## src/rtl/duo_uart_pkg.sv

```systemverilog
// Shared constants and register-offset encoding for the dual serial port.
// Assumes the bus address is {channel, offset[1:0]}.
package duo_uart_pkg;
    typedef enum logic [1:0] {
        OFF_DATA  = 2'd0,
        OFF_RATE  = 2'd1,
        OFF_CLEAR = 2'd2,
        OFF_NONE  = 2'd3
    } reg_off_e;

    localparam int RATE_W   = 4;   // width of the rate code field
    localparam int MAX_CODE = 8;   // fastest defined code
    localparam int OSR      = 16;  // oversampling ticks per bit
    localparam int BYTE_W   = 8;
    localparam int BUS_W    = 16;
endpackage

```

## src/rtl/duo_uart_baud.sv

```systemverilog
// Oversampling tick generator. Emits one tick every FAST_DIV << (8 - code)
// clocks. Codes above the fastest defined code behave as the fastest code.
// Assumes clr and rate changes may happen at any time; the counter restarts on clr.
module duo_uart_baud
    import duo_uart_pkg::*;
#(
    parameter int FAST_DIV = 1
) (
    input  logic              clk,
    input  logic              rst_n,
    input  logic              clr,
    input  logic [RATE_W-1:0] code,
    output logic              tick
);
    localparam int MAX_DIV = FAST_DIV << MAX_CODE;
    localparam int CW      = $clog2(MAX_DIV + 1);

    logic [CW-1:0]     cnt;
    logic [CW-1:0]     lim;
    logic [RATE_W-1:0] code_eff;

    // Clamp the code and derive the tick period.
    always_comb begin
        code_eff = (code > RATE_W'(MAX_CODE)) ? RATE_W'(MAX_CODE) : code;
        lim      = CW'(FAST_DIV) << (RATE_W'(MAX_CODE) - code_eff);
    end

    assign tick = (cnt >= lim - CW'(1));

    // Free-running period counter, restarted by reset or channel clear.
    always_ff @(posedge clk) begin
        if (!rst_n || clr || tick) cnt <= '0;
        else                       cnt <= cnt + CW'(1);
    end
endmodule

```

## src/rtl/duo_uart_fifo.sv

```systemverilog
// Small synchronous queue. A push when full or a pop when empty is ignored.
// dout shows the oldest entry combinationally.
module duo_uart_fifo #(
    parameter int W     = 8,
    parameter int DEPTH = 4
) (
    input  logic         clk,
    input  logic         rst_n,
    input  logic         clr,
    input  logic         push,
    input  logic [W-1:0] din,
    input  logic         pop,
    output logic [W-1:0] dout,
    output logic         empty,
    output logic         full
);
    localparam int AW = $clog2(DEPTH);

    logic [W-1:0] mem [DEPTH];
    logic [AW:0]  wp, rp;

    assign empty = (wp == rp);
    assign full  = (wp[AW] != rp[AW]) && (wp[AW-1:0] == rp[AW-1:0]);
    assign dout  = mem[rp[AW-1:0]];

    // Pointer update; clear empties the queue.
    always_ff @(posedge clk) begin
        if (!rst_n || clr) begin
            wp <= '0;
            rp <= '0;
        end else begin
            if (push && !full) wp <= wp + 1'b1;
            if (pop && !empty) rp <= rp + 1'b1;
        end
    end

    // Storage write; contents need no reset.
    always_ff @(posedge clk) begin
        if (push && !full) mem[wp[AW-1:0]] <= din;
    end
endmodule

```

## src/rtl/duo_uart_tx.sv

```systemverilog
// 8N1 transmitter. Starts a frame only on an oversampling tick, so every bit
// lasts exactly 16 ticks. clr aborts a frame and returns the line high.
module duo_uart_tx
    import duo_uart_pkg::*;
(
    input  logic              clk,
    input  logic              rst_n,
    input  logic              clr,
    input  logic              tick,
    input  logic              q_empty,
    input  logic [BYTE_W-1:0] q_data,
    output logic              q_pop,
    output logic              txd
);
    logic                busy;
    logic [BYTE_W+1:0]   shr;
    logic [3:0]          sub;
    logic [3:0]          bitn;

    assign q_pop = !busy && tick && !q_empty && !clr;
    assign txd   = busy ? shr[0] : 1'b1;

    // Frame sequencing: load, then shift one bit every 16 ticks.
    always_ff @(posedge clk) begin
        if (!rst_n || clr) begin
            busy <= 1'b0;
            shr  <= '1;
            sub  <= '0;
            bitn <= '0;
        end else if (q_pop) begin
            busy <= 1'b1;
            shr  <= {1'b1, q_data, 1'b0};
            sub  <= '0;
            bitn <= '0;
        end else if (busy && tick) begin
            sub <= sub + 4'd1;
            if (sub == 4'(OSR - 1)) begin
                shr  <= {1'b1, shr[BYTE_W+1:1]};
                bitn <= bitn + 4'd1;
                if (bitn == 4'd9) busy <= 1'b0;
            end
        end
    end
endmodule

```

## src/rtl/duo_uart_rx.sv

```systemverilog
// 8N1 receiver with 16x oversampling. It confirms the start bit at mid-bit,
// samples each data bit near its centre, and reports a byte only when the
// stop bit is high. After a low stop bit, it waits for the line to go high
// before it looks for a new start.
module duo_uart_rx
    import duo_uart_pkg::*;
(
    input  logic              clk,
    input  logic              rst_n,
    input  logic              clr,
    input  logic              tick,
    input  logic              rxd,
    output logic              valid,
    output logic [BYTE_W-1:0] data
);
    logic       s1, s2;
    logic       busy, last;
    logic [3:0] sub;
    logic [3:0] bitn;

    // Two-stage synchronizer for the asynchronous line.
    always_ff @(posedge clk) begin
        if (!rst_n) begin
            s1 <= 1'b1;
            s2 <= 1'b1;
        end else begin
            s1 <= rxd;
            s2 <= s1;
        end
    end

    // Start detection, bit sampling and stop-bit validation.
    always_ff @(posedge clk) begin
        if (!rst_n || clr) begin
            busy  <= 1'b0;
            last  <= 1'b1;
            sub   <= '0;
            bitn  <= '0;
            valid <= 1'b0;
            data  <= '0;
        end else begin
            valid <= 1'b0;
            if (tick) begin
                if (!busy) begin
                    last <= s2;
                    if (last && !s2) begin
                        busy <= 1'b1;
                        sub  <= '0;
                        bitn <= '0;
                    end
                end else begin
                    sub <= sub + 4'd1;
                    if (bitn == 4'd0 && sub == 4'(OSR/2 - 1)) begin
                        if (s2) busy <= 1'b0;
                        else begin
                            sub  <= '0;
                            bitn <= 4'd1;
                        end
                    end else if (bitn != 4'd0 && sub == 4'(OSR - 1)) begin
                        sub <= '0;
                        if (bitn <= 4'd8) begin
                            data <= {s2, data[BYTE_W-1:1]};
                            bitn <= bitn + 4'd1;
                        end else begin
                            busy  <= 1'b0;
                            last  <= s2;
                            valid <= s2;
                        end
                    end
                end
            end
        end
    end
endmodule

```

## src/rtl/duo_uart.sv

```systemverilog
// Dual serial port top. Decodes the {channel, offset} register bus and
// replicates one channel (rate register, tick generator, transmit queue,
// transmitter, receiver, receive queue, loss flags) NCH times.
// Assumes NCH >= 2 and one access per strobe; read data is registered.
module duo_uart
    import duo_uart_pkg::*;
#(
    parameter int NCH      = 2,
    parameter int FAST_DIV = 1,
    parameter int Q_DEPTH  = 4
) (
    input  logic                       clk,
    input  logic                       rst_n,
    input  logic [$clog2(NCH)+1:0]     bus_addr,
    input  logic                       bus_wr,
    input  logic                       bus_rd,
    input  logic [BUS_W-1:0]           bus_wdata,
    output logic [BUS_W-1:0]           bus_rdata,
    input  logic [NCH-1:0]             ser_rx,
    output logic [NCH-1:0]             ser_tx,
    output logic [NCH-1:0]             rx_empty,
    output logic [NCH-1:0]             tx_ovf,
    output logic [NCH-1:0]             rx_ovf
);
    localparam int CH_W   = $clog2(NCH);
    localparam int ADDR_W = CH_W + 2;

    logic [NCH-1:0][BUS_W-1:0] rd_val;
    logic [1:0]                off;
    logic                      unused_hi;

    assign off       = bus_addr[1:0];
    assign unused_hi = ^bus_wdata[BUS_W-1:12];

    for (genvar c = 0; c < NCH; c++) begin : g_ch
        logic              sel, wr_data, rd_data, wr_rate, clr;
        logic [RATE_W-1:0] code;
        logic              tick, tq_empty, tq_full, tq_pop, rq_full, rq_empty;
        logic              rx_valid, txo, tov, rov;
        logic [BYTE_W-1:0] tq_dout, rq_dout, rx_byte;

        assign sel     = (bus_addr[ADDR_W-1:2] == CH_W'(c));
        assign wr_data = bus_wr && sel && (off == OFF_DATA);
        assign rd_data = bus_rd && sel && (off == OFF_DATA);
        assign wr_rate = bus_wr && sel && (off == OFF_RATE);
        assign clr     = bus_wr && sel && (off == OFF_CLEAR);

        // Rate code register, returned to the slowest code by any clear.
        always_ff @(posedge clk) begin
            if (!rst_n || clr) code <= '0;
            else if (wr_rate)  code <= bus_wdata[11:8];
        end

        // Sticky loss flags for both directions.
        always_ff @(posedge clk) begin
            if (!rst_n || clr) begin
                tov <= 1'b0;
                rov <= 1'b0;
            end else begin
                if (wr_data && tq_full)  tov <= 1'b1;
                if (rx_valid && rq_full) rov <= 1'b1;
            end
        end

        duo_uart_baud #(.FAST_DIV(FAST_DIV)) u_baud (
            .clk(clk), .rst_n(rst_n), .clr(clr), .code(code), .tick(tick)
        );

        duo_uart_fifo #(.W(BYTE_W), .DEPTH(Q_DEPTH)) u_txq (
            .clk(clk), .rst_n(rst_n), .clr(clr),
            .push(wr_data), .din(bus_wdata[BYTE_W-1:0]),
            .pop(tq_pop), .dout(tq_dout), .empty(tq_empty), .full(tq_full)
        );

        duo_uart_tx u_tx (
            .clk(clk), .rst_n(rst_n), .clr(clr), .tick(tick),
            .q_empty(tq_empty), .q_data(tq_dout), .q_pop(tq_pop), .txd(txo)
        );

        duo_uart_rx u_rx (
            .clk(clk), .rst_n(rst_n), .clr(clr), .tick(tick),
            .rxd(ser_rx[c]), .valid(rx_valid), .data(rx_byte)
        );

        duo_uart_fifo #(.W(BYTE_W), .DEPTH(Q_DEPTH)) u_rxq (
            .clk(clk), .rst_n(rst_n), .clr(clr),
            .push(rx_valid), .din(rx_byte),
            .pop(rd_data), .dout(rq_dout), .empty(rq_empty), .full(rq_full)
        );

        assign ser_tx[c]   = txo;
        assign rx_empty[c] = rq_empty;
        assign tx_ovf[c]   = tov;
        assign rx_ovf[c]   = rov;
        assign rd_val[c]   = (off == OFF_DATA) ? (rq_empty ? '0 : {8'h00, rq_dout}) :
                             (off == OFF_RATE) ? {4'h0, code, 8'h00} : '0;
    end

    // Registered read return, selected by the channel field.
    always_ff @(posedge clk) begin
        if (!rst_n)      bus_rdata <= '0;
        else if (bus_rd) bus_rdata <= rd_val[bus_addr[ADDR_W-1:2]];
    end
endmodule

```

## config.mk

```make
export PLATFORM = sky130hd
export DESIGN_NAME = duo_uart
export DESIGN_NICKNAME = d
export VERILOG_FILES = /design/src/rtl/duo_uart_pkg.sv /design/src/rtl/duo_uart_baud.sv /design/src/rtl/duo_uart_fifo.sv /design/src/rtl/duo_uart_tx.sv /design/src/rtl/duo_uart_rx.sv /design/src/rtl/duo_uart.sv
export SDC_FILE = /design/constraint.sdc
export NUM_CORES = 1
export LEC_CHECK = 0
export CORE_MARGIN = 5
export CORE_UTILIZATION = 34
export DETAILED_ROUTE_END_ITERATION = 12
export GPL_TIMING_DRIVEN = 1
export HOLD_SLACK_MARGIN = 0.15
export PLACE_DENSITY = 0.6
export SLEW_MARGIN = 5
export SYNTH_ARGS = -nofsm -noshare
export SYNTH_HDL_FRONTEND = slang
export SYNTH_SLANG_ARGS = --single-unit
```

## constraint.sdc

```tcl
create_clock -name clk -period 7.5 [get_ports clk]
set_input_delay 1.5 -clock clk [delete_from_list [all_inputs] [get_ports clk]]
set_output_delay 1.5 -clock clk [all_outputs]
set_load 0.01 [all_outputs]
```

==> results.sh <==
export IMPL_synth_warning_count=0
export IMPL_hold_violations=0
export IMPL_post_cts_setup_inserts=0
export IMPL_die_height_um=200
export IMPL_grt_setup_unrepaired="no"
export IMPL_drive_gt1_frac=0.0817
export IMPL_insertedDiodeCount=0
export IMPL_cts_buffer_depth=3
export IMPL_timing_slew_headroom=0.184
export IMPL_route_detailed_wl_per_inst_um=15.0
export IMPL_maxCapViolations=0
export IMPL_avgViaCountPerCell=4.93
export IMPL_path_class="in -> reg"
export IMPL_cts_buffers_inserted=29
export IMPL_clkSlewWorstSetupHoldPaths_ps=60
export IMPL_cts_max_level=1
export IMPL_path_max_fanout=10
export IMPL_yosys_cell_types_count=64
export IMPL_first_pass_iters=5
export IMPL_power_per_cell_area_mw_per_mm2=223
export IMPL_finClkSkew_ps=16.0
export IMPL_remaining_global_route_overflow=0
export IMPL_clock_fmax_mhz=258
export IMPL_place_port_buffers=40
export IMPL_clk_root_buffer_cell="sky130_fd_sc_hd__clkbuf_16"
export IMPL_grt_pass1_wl_mm=38.5
export IMPL_outcome="finished, final reports clean"
export IMPL_worst_hold_startpoint="g_ch[0].u_rx.s1"
export IMPL_dpl_cell_count=1510
export IMPL_r2r_end="g_ch[0].u_tx.bitn[1]"
export IMPL_nNetsFinal=1159
export IMPL_dpl_hpwl_mm=15.9
export IMPL_r2r_start="g_ch[0].code[2]"
export IMPL_x_dimension_of_the_die_um=200
export IMPL_fin_crit_sh=0.517
export IMPL_route_vias_total=7699
export IMPL_postCtsResizedCells=0
export IMPL_peakVddDrop_v=0.000206
export IMPL_ys_seq_elements=280
export IMPL_critical_path_endpoint_type="flop"
export IMPL_synth_top_flop_cell="sky130_fd_sc_hd__dfxtp_1"
export IMPL_number_of_global_route_vias_before_repair=7237
export IMPL_drt_initial_drc_count=329
export IMPL_synth_enable_flop_cells=128
export IMPL_netlist_instances=1063
export IMPL_detail_route_drc_violations=0
export IMPL_endpoint_of_the_worst_hold_timing_path="g_ch[0].u_rx.s2"
export IMPL_synth_async_sr_flop_share=0
export IMPL_worst_hold_path_num_cells=1
export IMPL_timing_critical_path_arrival_ps=4260
export IMPL_startpoint_type="primary input"
export IMPL_syn2layout_area_growth_pct=14.0
export IMPL_seqCellArea_mm2=0.00689
export IMPL_wirelength_mm=23.4
export IMPL_power_uw=3130
export IMPL_clk_sinks=280
export IMPL_tritoncts="built"
export IMPL_die_area_mm2=0.0401
export IMPL_final_core_utilization=0.393
export IMPL_floorplan_rows=69
export IMPL_ioPinCount=49
export IMPL_antenna_found_initial=1
export IMPL_core_mm2=0.0357
export IMPL_multi_input_area_mm2=0.00501
export IMPL_r2r_worst_path_cells=12
export IMPL_netlist_area_mm2=0.0123
export IMPL_fill_cells=3391
export IMPL_worst_endpoint_required_ps=7880
export IMPL_slew_violations=0
export IMPL_yosysSeqAreaShare=0.560
export IMPL_final_setup_tns_ps=0
export IMPL_max_slew_worst_pin_slew_ps=1210
export IMPL_synth_area_per_cell_um2=11.6
export IMPL_drt_antenna_violating_nets=0
export IMPL_floorplan_initialDensity=0.345
export IMPL_globalRouteTotalUtil=0.114
export IMPL_leakage_power_summed_over_all_cells_uw=0.00482
export IMPL_gp_congestion=0.783
export IMPL_cts_hold_buf=0
export IMPL_min_path_type="reg -> reg"
export IMPL_finalWorstPathRequiredPeriod_ps=3880
export IMPL_setup_violations=0
export IMPL_ff2ff_setup_slack_ps=3650
export IMPL_clk_latency_ps=540
export IMPL_final_cell_count_no_fill=1562
export IMPL_grt_start_max_net_pins=54
## metrics by stage
stage | setup WS, ps | area, µm² | hold slack [ps]
4_1_cts | 3580 | 14000 | 413
3_5_place_dp | 3080 | 13100 | 393
3_3_place_gp | 3130 | 13100 | 393
2_1_floorplan | 4220 | 12300 | 386
6_report | 3620 | 14000 | 406
5_1_grt | 3320 | 14000 | 423
## placed cells by master, fill, tap and decap left out, types with 9 or more instances in the layout
master / count
sky130_fd_sc_hd__dfxtp_1: 152
sky130_fd_sc_hd__clkdlybuf4s50_1: 40
sky130_fd_sc_hd__clkbuf_16: 29
sky130_fd_sc_hd__nor3_1: 27
sky130_fd_sc_hd__mux2i_1: 39
sky130_fd_sc_hd__edfxtp_1: 128
sky130_fd_sc_hd__a21oi_1: 48
sky130_fd_sc_hd__nor2b_1: 33
sky130_fd_sc_hd__and3_1: 10
sky130_fd_sc_hd__mux4_2: 32
sky130_fd_sc_hd__and2_1: 23
sky130_fd_sc_hd__ha_1: 54
sky130_fd_sc_hd__nor4_1: 13
sky130_fd_sc_hd__nand3_1: 26
sky130_fd_sc_hd__xor2_1: 14
sky130_fd_sc_hd__xnor2_1: 38
sky130_fd_sc_hd__nand2_1: 55
sky130_fd_sc_hd__nor2_1: 126
sky130_fd_sc_hd__nand2b_1: 15
sky130_fd_sc_hd__nor3b_1: 9
sky130_fd_sc_hd__inv_1: 36
sky130_fd_sc_hd__o21ai_0: 12
## cells by family (layout without fill, tap and decap cells)
| family | Yosys count | after routing | share of synthesized area |
|---|---|---|---|
| mux | 71 | 71 | 0.0903 |
| xor+xnor | 52 | 52 | 0.0370 |
| other cells | 1 | 4 | 0.000305 |
| buf+inv | 100 | 135 | 0.0344 |
| simple gates | 364 | 364 | 0.146 |
| fa+ha+maj | 54 | 54 | 0.0549 |
| flops | 280 | 280 | 0.560 |
| compound gates | 141 | 141 | 0.0774 |
## layer usage
layer  vias to the layer above  global-route usage  part of all wire
li1                       3858                   -                 -
met1                      3684               0.162              0.48
met2                       123               0.182              0.46
met3                        32              0.0196             0.039
met4                         2              0.0253             0.019
met5                         -                   0           0.00056
## registers in the layout, indices dropped and copies added, names as in the netlist, 6 cells and up, named ones only
register,count
g_ch.u_tx.shr,18
g_ch.u_rxq.rp,6
g_ch.u_rx.data,16
g_ch.u_rxq.mem,64
g_ch.u_rx.bitn,8
g_ch.u_txq.mem,64
g_ch.u_rxq.wp,6
g_ch.u_tx.sub,8
bus_rdata,12
g_ch.u_baud.cnt,18
g_ch.u_rx.sub,8
g_ch.code,8
g_ch.u_txq.wp,6
g_ch.u_tx.bitn,8
g_ch.u_txq.rp,6
## layout make-up
type	count	area share
clock buffer	31	0.0523
sequential	280	0.491
clock inverter	21	0.0165
inverter	37	0.00990
multi-input combinational	686	0.357
tap	461	0.0411
timing repair buffer	46	0.0318
## cell usage after synthesis, types with 9 or more instances
| cell | n | area, µm² |
|---|---|---|
| sky130_fd_sc_hd__dfxtp_1 | 152 | 3040 |
| sky130_fd_sc_hd__edfxtp_1 | 128 | 3840 |
| sky130_fd_sc_hd__nor2_1 | 126 | 473 |
| sky130_fd_sc_hd__nand2_1 | 56 | 210 |
| sky130_fd_sc_hd__ha_1 | 54 | 676 |
| sky130_fd_sc_hd__a21oi_1 | 48 | 240 |
| sky130_fd_sc_hd__clkbuf_1 | 43 | 161 |
| sky130_fd_sc_hd__mux2i_1 | 39 | 390 |
| sky130_fd_sc_hd__xnor2_1 | 38 | 333 |
| sky130_fd_sc_hd__inv_1 | 36 | 135 |
| sky130_fd_sc_hd__nor2b_1 | 33 | 206 |
| sky130_fd_sc_hd__mux4_2 | 32 | 721 |
| sky130_fd_sc_hd__nor3_1 | 27 | 135 |
| sky130_fd_sc_hd__nand3_1 | 26 | 130 |
| sky130_fd_sc_hd__and2_1 | 23 | 144 |
| sky130_fd_sc_hd__nand2b_1 | 16 | 100 |
| sky130_fd_sc_hd__xor2_1 | 14 | 123 |
| sky130_fd_sc_hd__nor4_1 | 13 | 81.3 |
| sky130_fd_sc_hd__buf_4 | 12 | 90.1 |
| sky130_fd_sc_hd__o21ai_0 | 12 | 60.1 |
| sky130_fd_sc_hd__and3_1 | 10 | 62.6 |
| sky130_fd_sc_hd__nor3b_1 | 9 | 67.6 |
## worst max path at each step
stage | from | endpoint | cells after the start
floorplan | g_ch[1].code[2] | g_ch[1].u_baud.cnt[2] | 16
global placement | bus_addr[2] | g_ch[0].u_txq.wp[2] | 7
detailed placement | bus_addr[2] | g_ch[0].u_txq.wp[2] | 7
CTS | bus_addr[2] | g_ch[0].u_txq.wp[2] | 7
global route | bus_addr[2] | g_ch[0].u_txq.wp[2] | 7
finish | bus_addr[2] | g_ch[0].u_txq.wp[2] | 7
## report_power, final
group          internal (µW)  leakage [µW]  total (µW)  switching (µW)
Combinational           26.5       0.00196        75.0            48.5
Sequential              1600       0.00239        1600            7.78
Clock                    874      0.000459        1450             575
## worst max-delay path: stages
cell	delay, ps
sky130_fd_sc_hd__clkdlybuf4s50_1	670
sky130_fd_sc_hd__inv_1	260
sky130_fd_sc_hd__nand2_1	100
sky130_fd_sc_hd__nor4_1	930
sky130_fd_sc_hd__and2_1	560
sky130_fd_sc_hd__xnor2_1	170
sky130_fd_sc_hd__nor2_1	60
No activity file was read; power rests on OpenSTA's default activity.
